--- src/rtl/conv_power_ctrl.sv ---
module conv_power_ctrl #(
  parameter int CLK_HZ = 50_000_000,
  parameter int RST_US = 10
) (
  input  logic       clk,
  input  logic       rst_n,
  input  logic       shdn_n,
  input  logic       shdn_float,
  input  logic       cs_n,
  input  logic       start_evt,
  input  logic       cmd_valid,
  input  logic [1:0] cmd_pd,
  input  logic       conv_done,
  output logic [1:0] pwr_state,
  output logic       clk_ext,
  output logic       conv_busy,
  output logic       conv_abort,
  output logic       strobe,
  output logic       ready,
  output logic       zero_fill,
  output logic       osc_fast
);
  localparam int RST_CYCLES = (CLK_HZ / 1000) * RST_US / 1000;
  localparam int CW = $clog2(RST_CYCLES + 1);
  localparam logic [1:0] P_RUN = 2'd0, P_FAST = 2'd1, P_FULL = 2'd2, P_HW = 2'd3;

  logic [CW-1:0] cnt;
  logic          pend_v, pend_full;
  logic          accept, wake;

  assign accept   = !cs_n && cmd_valid && ready;
  assign wake     = (pwr_state == P_HW) || (!cs_n && start_evt);
  assign strobe   = clk_ext ? 1'b0 : !conv_busy;
  assign osc_fast = shdn_float;

  always_ff @(posedge clk) begin
    if (!rst_n) begin
      cnt        <= '0;
      ready      <= 1'b0;
      pwr_state  <= P_RUN;
      clk_ext    <= 1'b0;
      conv_busy  <= 1'b0;
      conv_abort <= 1'b0;
      zero_fill  <= 1'b1;
      pend_v     <= 1'b0;
      pend_full  <= 1'b0;
    end else begin
      conv_abort <= 1'b0;
      if (!ready) begin
        cnt <= cnt + 1'b1;
        if (cnt == CW'(RST_CYCLES - 1)) ready <= 1'b1;
      end
      if (shdn_n && conv_busy && conv_done) zero_fill <= 1'b0;
      if (!shdn_n) begin
        pwr_state  <= P_HW;
        conv_busy  <= 1'b0;
        pend_v     <= 1'b0;
        conv_abort <= conv_busy;
      end else if (accept) begin
        pwr_state <= P_RUN;
        conv_busy <= 1'b1;
        if (cmd_pd[1]) begin
          clk_ext <= cmd_pd[0];
          pend_v  <= 1'b0;
        end else begin
          pend_v    <= 1'b1;
          pend_full <= !cmd_pd[0];
        end
      end else if (conv_busy && conv_done) begin
        conv_busy <= 1'b0;
        pend_v    <= 1'b0;
        pwr_state <= pend_v ? (pend_full ? P_FULL : P_FAST) : P_RUN;
      end else if (wake) begin
        pwr_state <= P_RUN;
      end
    end
  end


  no_conv_before_ready_chk: assert property (@(posedge clk) disable iff (!rst_n)
    !ready |-> !conv_busy);

  run_while_busy_chk: assert property (@(posedge clk) disable iff (!rst_n)
    conv_busy |-> pwr_state == P_RUN);

  abort_lands_off_chk: assert property (@(posedge clk) disable iff (!rst_n)
    conv_abort |-> (pwr_state == P_HW) && !conv_busy);

  cs_keeps_busy_chk: assert property (@(posedge clk) disable iff (!rst_n)
    (conv_busy && cs_n && shdn_n && !conv_done) |=> conv_busy);

  zero_fill_sticky_chk: assert property (@(posedge clk) disable iff (!rst_n)
    !zero_fill |=> !zero_fill);

  keep_run_after_done_chk: assert property (@(posedge clk) disable iff (!rst_n)
    (conv_busy && shdn_n && conv_done && !pend_v && !(cmd_valid && !cs_n)) |=> pwr_state == P_RUN);
endmodule

--- config.mk ---
export PLATFORM = sky130hd
export DESIGN_NAME = conv_power_ctrl
export DESIGN_NICKNAME = d
export VERILOG_FILES = /design/src/rtl/conv_power_ctrl.sv
export SDC_FILE = /design/constraint.sdc
export NUM_CORES = 1
export LEC_CHECK = 0
export BUFFER_PORTS_ARGS = -buffer_cell sky130_fd_sc_hd__buf_2
export CAP_MARGIN = 20
export CORE_MARGIN = 5
export CORE_UTILIZATION = 28
export DETAILED_ROUTE_END_ITERATION = 16
export HOLD_SLACK_MARGIN = 0.06
export SLEW_MARGIN = 25
export SYNTH_ARGS = -nofsm -noshare
export SYNTH_HDL_FRONTEND = slang
export SYNTH_SLANG_ARGS = --single-unit
--- constraint.sdc ---
create_clock -name clk -period 1.2 [get_ports clk]
set_input_delay 0.24 -clock clk [delete_from_list [all_inputs] [get_ports clk]]
set_output_delay 0.24 -clock clk [all_outputs]
set_load 0.02 [all_outputs]
; After elaboration in Yosys (flattened, before gate mapping)
; Cells that the tools add are included.
[classes]
n_addsub = 1
mul = 0
div_mod_pow = 0
n_lt_le_gt_ge = 0
n_eq_ne = 3
n_shift = 0
n_mux = 13
n_bitwise = 2
reduce_logical = 15
[op_table]
columns = operator, n
row1 = 2-to-1 mux 2 bit, 6
row2 = adder 9 x 1 -> 9 bit (second input constant), 1
row3 = equality test 9 bit (second input constant), 1
row4 = 2-to-1 mux 1 bit, 7
row5 = logical AND 1 bit, 6
row6 = AND reduction 3 bit, 2
row7 = != test 4 x 1 -> 1 bit (second input constant), 1
row8 = logical NOT 1 bit, 3
row9 = equality test 2 bit (second input constant), 1
row10 = NOT 1 bit, 2
row11 = AND reduction 2 bit, 1
row12 = nonzero test 2 bit, 1
row13 = OR reduction 2 bit, 1
row14 = logical OR 1 bit, 1
[word_totals]
regBits = 18
latchBits = 0
ramBits = 0
romBits = 0
out_inout_bits = 9
wordCells = 43
n_memories = 0

; Logic depth before layout (Yosys ltp)
; Gate-level depths: netlist of run 1.
[depth]
ltp_word = 7
ltp_mapped = 4
ltp_nobuf = 4

; Worst setup path after synthesis of run 1
; No wires, ideal clock.
[synth_timing]
path_type = register to register
from = register ready
to = register cnt[5]
arrival_ps = 1225
slack_ps = -96
path_stages_with_launch = 4
period_less_slack_ps = 1296
path_cell_list = dfxtp_1 -> nand3b_2 -> or4_1 -> a21oi_1
[synth_rtl]
columns = item, line
row1 = start: declaration, 19  ; output logic ready,
row2 = start signal: assignment, 39  ; ready <= 1'b0;
row3 = start signal: assignment, 51  ; if (cnt == CW'(RST_CYCLES - 1)) ready <= 1'b1;
row4 = end signal: assignment, 50  ; cnt <= cnt + 1'b1;
row5 = end: declaration, 27  ; logic [CW-1:0] cnt;

==> results of run 1 <==
[Yosys cell counts (2+ instances only)]
library cell / n / area (um2)
inv_1: 4 / 15.0
xnor2_1: 2 / 17.5
o21ai_0: 3 / 15.0
o221a_2: 2 / 22.5
nand3_1: 5 / 25.0
o31ai_1: 2 / 15.0
nor2_1: 6 / 22.5
nand2_1: 9 / 33.8
nand4b_1: 2 / 17.5
a21oi_1: 9 / 45.0
or4_1: 2 / 15.0
nand2b_1: 2 / 12.5
ha_1: 2 / 25.0
xor2_1: 2 / 17.5
dfxtp_1: 18 / 360
[area by class of cell]
| class | instances | area [um2] |
|---|---|---|
| well taps | 31 | 38.8 |
| clock buffers | 3 | 22.5 |
| multi-input cells | 66 | 502 |
| fillers | 261 | 1600 |
| repair buffers | 33 | 224 |
| inverters | 4 | 15.0 |
| flip-flops and latches | 18 | 375 |
[worst max-delay path by stage]
stage | endpoint | slack (ns) | depth (start not counted)
after floorplan | cnt[8] | -0.04 | 4
after global placement | cnt[6] | -0.003 | 4
after detailed placement | cnt[7] | -0.04 | 3
after CTS | cnt[7] | -0.02 | 3
after global routing | cnt[8] | -0.08 | 4
final | cnt[7] | -0.02 | 3
[worst register-to-register path, cell delays in order, from the launching register on]
cell and delay [ns]:
dfxtp_4 0.37, nand3b_4 0.17, or4_4 0.49, a21oi_2 0.13
[routing by layer]
metal	global-route usage, %	wire length (um)
met4	4.58	0
met2	16.5	896
met1	11.6	811
met3	2.63	102
met5	0	0
[through the flow]
stage	hold slack (ns)	utilization, %	cells	setup slack (ns)	area [um2]
6_report	0.167	42.3	155	-0.0191	1180
5_1_grt	0.137	42.3	155	-0.0801	1180
4_1_cts	0.153	41.2	154	-0.0245	1140
3_5_place_dp	0.437	37.3	148	-0.0366	1040
3_3_place_gp	0.430	37.3	148	-0.00315	1040
2_1_floorplan	0.302	-	91	-0.0403	845
[sequential cells by signal (all words and copies together) (netlist names)]
signal	flops
conv_busy	1
cnt	9
zero_fill	1
pend_v	1
conv_abort	1
clk_ext	1
ready	1
pend_full	1
pwr_state	2
[cell families (layout without fill, tap and decap cells)]
group                    after synthesis  in the layout  share of synthesized area [%]
adder cells (fa/ha/maj)                2              2                           3.03
buffers and inverters                  7             40                           4.54
XOR/XNOR                               4              4                           4.24
flip-flops                            18             18                           43.6
AO/OA/AOI/OAI                         21             21                           17.0
AND/OR/NAND/NOR                       38             38                           26.4
multiplexers                           1              1                           1.21
[timing repair]
item | 4_1_cts | 5_1_grt
endpoints found under the setup margin | 7 | 10
resized for setup | 17 | 7
pin swaps | 6 | 3
endpoints found under the hold margin | 0 | 0
buffers inserted | 3 | 1
cloned | 0 | 0
[power by group]
group	internal (mW)	total, mW	switching, mW
clock network	0.116	0.283	0.166
logic	0.0532	0.108	0.0553
registers	0.610	0.632	0.0218
total	0.780	1.02	0.243
==> results.json, run 1 <==
{
  "drtIter0Drc": 13,
  "cp_max_fo": 6,
  "syn_area_per_cell_um2": 9.07,
  "insertion_delay_ns": 0.28,
  "ys_ff_latch": 18,
  "synth_edf_count": 0,
  "async_reset_ff_share_pct": 0,
  "place.gp.congestion": 0.839,
  "critPathLaunch": "ready",
  "grt_pass1_wl_um": 3330,
  "setup_viol": 1,
  "wl_um": 1810,
  "fmax_mhz": 820,
  "drive_above_1_share_pct": 45.2,
  "die_area_um2": 4140,
  "crit_path_end_kind": "flop",
  "die_x_um": 64.3,
  "tritoncts": "done",
  "cp-start-kind": "flop",
  "place_hpwl_um": 1400,
  "drc_errors": 0,
  "violations": "setup timing",
  "timing.rr.end": "cnt[7]",
  "finClkSkew_ns": 0.00291,
  "fin_crit_ns": 1.22,
  "r2r_slack_ns": -0.02,
  "maxSlewHeadroom_pct": 72.5,
  "vias": 786,
  "numClockSinks": 18,
  "p_per_area_nw_per_um2": 869,
  "path_class": "flop to flop",
  "fin_ws_ns": -0.0191,
  "crit_required_ns": 1.42,
  "holdPathStages": 2,
  "cp.arrival_ns": 1.44,
  "grtUsageTotal_pct": 9.87,
  "initial_utilization_pct": 29.7,
  "layout_common_cells": "16 x buf_4, 14 x buf_2, 12 x dfxtp_1",
  "cellLeakagePower_nw": 0.498,
  "drv_slew": 0,
  "synthCells": 91,
  "layout_commonest_cell": "buf_4",
  "area_delta_synth_final_pct": 42.6,
  "overflow": 0,
  "critPathTopFamily": "simple AND/OR/NAND/NOR gates",
  "synthFlopType": "dfxtp_1",
  "fin_tns_setup_ns": -0.0191,
  "cts-root-buf": "clkbuf_4",
  "synthesis.nets": 103,
  "outcome": "complete, but fails checks",
  "hold_path_class": "input port to flop",
  "yosysSeqAreaShare_pct": 43.6,
  "clkTransAtPathRegs_ns": 0.09,
  "power_mw": 1.02,
  "ant_nets": 0,
  "yosysUniqueCellTypes": 36,
  "hold_end": "pend_full",
  "grt_setup_unrepaired": "true",
  "max_cap_violations": 0,
  "viasPerCell": 5.07,
  "antenna_found_initial": 0,
  "first_global_vias": 762,
  "hold_buffers": 0,
  "nets": 138,
  "first_pass_iters": 4,
  "critPathSlowestCell": "or4_4",
  "grt_max_degree": 13,
  "io_buffers": 16,
  "die_h_um": 64.3,
  "crit_path_max_incr_delay_ns": 0.49,
  "reg2reg_depth": 3,
  "yosysWarnings": 0,
  "cts_buffers": 3,
  "finalCritPeriodShare_pct": 102,
  "vdd_drop_max_v": 0.000534,
  "wire_per_inst_um": 11.7,
  "rr_startpoint": "ready",
  "antennaDiodeCount": 0,
  "worstMarginPinSlew_ns": 0.412,
  "rows": 19,
  "htree_levels": 1,
  "io_pins": 19,
  "cp_num_buf_inv": 0,
  "synth.cell_area_um2": 826,
  "hp-start": "cmd_pd[0]",
  "crit_chain": "nand3b_4 -> or4_4 -> a21oi_2",
  "cts_buffer_depth": 2,
  "core_region_area_um2": 2780,
  "hold_violations": 0
}
Power figures use the tool's default switching activity.
==> inputs of run 2 (changes only) <==
CORE_UTILIZATION = 25   (was 28)
CTS_CLUSTER_DIAMETER = 30   (was not set)
==> run 2 against run 1 <==
The run still ends with setup timing left. Critical path depth is the same. First-iteration DRC count decreased by 15%. Sequential power hardly changed. Routed wire length up 16%. Clock skew is 0.00075 ns higher. Total power is 1.5% higher. Register-to-register slack worse by 0.02 ns. Flip-flop and latch count is the same. Final cell count increased by 3.2%. Core utilization is 5.6 points lower. Global-route usage grew 0.29 points. Critical path type unchanged. Critical endpoint is now cnt[5]. Largest power group unchanged.
==> results.json, run 2 (synthesized netlist as in run 1, its figures left out) <==
{
  "grt_max_degree": 13,
  "wl_um": 2100,
  "grt_setup_unrepaired": "true",
  "ant_nets": 0,
  "setup_viol": 3,
  "crit_required_ns": 1.42,
  "regMostFlops": "cnt",
  "antennaDiodeCount": 0,
  "tritoncts": "done",
  "outcome": "complete, but fails checks",
  "reg2reg_depth": 3,
  "cellLeakagePower_nw": 0.457,
  "crit_path_max_incr_delay_ns": 0.50,
  "drtIter0Drc": 11,
  "crit_chain": "nand3b_4 -> or4_1 -> a21oi_2",
  "overflow": 0,
  "insertion_delay_ns": 0.29,
  "cts_buffers": 3,
  "area_delta_synth_final_pct": 37.9,
  "worst-path-stages": 3,
  "drc_errors": 0,
  "drive_above_1_share_pct": 44.0,
  "maxSlewHeadroom_pct": 70.8,
  "p_switching_mw": 0.259,
  "worstMarginPinSlew_ns": 0.437,
  "largest_register_ffs": 9,
  "finalCritPeriodShare_pct": 104,
  "fin_crit_ns": 1.24,
  "vias": 772,
  "io_pins": 19,
  "p_int_mw": 0.779,
  "p_per_area_nw_per_um2": 912,
  "clkTransAtPathRegs_ns": 0.10,
  "io_buffers": 16,
  "fin_ws_ns": -0.0420,
  "first_pass_iters": 4,
  "cts_buffer_depth": 2,
  "core_region_area_um2": 3100,
  "seq_power_share_pct": 60.8,
  "fmax_mhz": 805,
  "grtUsageTotal_pct": 10.2,
  "crit_path_end_kind": "flop",
  "critPathTopFamily": "simple AND/OR/NAND/NOR gates",
  "hold_violations": 0,
  "rows": 20,
  "cp_num_buf_inv": 0,
  "n_fill_cell": 363,
  "grt_pass1_wl_um": 3490,
  "dp_slack_ns": -0.0360,
  "antenna_found_initial": 0,
  "fin_tns_setup_ns": -0.0839,
  "power_frac_clock_pct": 28.6,
  "hold_buffers": 0,
  "hold_path_class": "input port to flop",
  "viasPerCell": 4.83,
  "holdPathStages": 2,
  "die_x_um": 67.5,
  "layout_common_cells": "14 x buf_2, 9 x buf_4, 8 x nand2_1, 8 x dfxtp_1, 7 x dfxtp_2",
  "finClkSkew_ns": 0.00366,
  "max_cap_violations": 0,
  "cp-start-kind": "flop",
  "path_class": "flop to flop",
  "critPathSlowestCell": "or4_1",
  "switching_share_pct": 24.9,
  "first_global_vias": 795,
  "cp.arrival_ns": 1.46,
  "cp_max_fo": 8,
  "wire_per_inst_um": 13.1,
  "numClockSinks": 18,
  "nets": 130,
  "cts-root-buf": "clkbuf_4",
  "vdd_drop_max_v": 0.000572,
  "violations": "setup timing",
  "drv_slew": 0,
  "initial_utilization_pct": 26.6,
  "top_regs": "cnt (9), pwr_state (2)",
  "die_h_um": 67.5,
  "layout_commonest_cell": "buf_2",
  "place.gp.congestion": 0.811,
  "die_area_um2": 4550,
  "htree_levels": 1,
  "p_comb_share_pct": 10.6,
  "r2r_slack_ns": -0.04
}
-- run 2: cell type report --
cell class	count	area, um2	area share (%)
multi-input cells	66	505	44.4
flip-flops and latches	18	380	33.4
repair buffers	25	160	14.1
well taps	44	55.1	4.84
clock buffers	3	22.5	1.98
inverters	4	15.0	1.32
-- run 2: timing repair --
action	in CTS	in global routing
pin swaps	6	3
gates resized for setup	18	10
buffers inserted	1	0
setup endpoints to repair	7	9
-- run 2: final timing paths --
path	startpoint	to
hold reg to reg	zero_fill	zero_fill
setup / recovery	ready	cnt[5]
setup reg to reg	ready	cnt[5]
hold / removal	rst_n	zero_fill
-- run 2: power by group through the flow --
stage / logic, mW / clock network [mW] / registers, mW
after floorplan: 0.0490 / 0 / 0.649
after global placement: 0.103 / 0 / 0.641
after detailed placement: 0.106 / 0 / 0.642
after CTS: 0.111 / 0.312 / 0.631
after global routing: 0.124 / 0.347 / 0.634
final: 0.110 / 0.297 / 0.631
-- run 2: per-layer routing --
| layer | part of all wire, % | global-route usage (%) |
|---|---|---|
| met1 | 41 | 11.1 |
| met2 | 54 | 18.6 |
| met3 | 4.0 | 3.49 |
| met4 | 0.38 | 2.28 |
| met5 | 0 | 0 |
-- run 2: stage by stage --
| step | hold slack, ns | util, % | power (mW) | instance area [um2] | std cells |
|---|---|---|---|---|---|
| 2_1_floorplan | 0.302 | - | 0.698 | 845 | 91 |
| 3_3_place_gp | 0.439 | 32.8 | 0.744 | 1020 | 156 |
| 3_5_place_dp | 0.442 | 32.8 | 0.749 | 1020 | 156 |
| 4_1_cts | 0.157 | 35.8 | 1.05 | 1110 | 160 |
| 5_1_grt | 0.143 | 36.7 | 1.11 | 1140 | 160 |
| 6_report | 0.163 | 36.7 | 1.04 | 1140 | 160 |
-- run 2: worst reg2reg max path: stages (launching register included) --
cell      delay, ns
dfxtp_4        0.38
nand3b_4       0.18
or4_1          0.50
a21oi_2        0.12
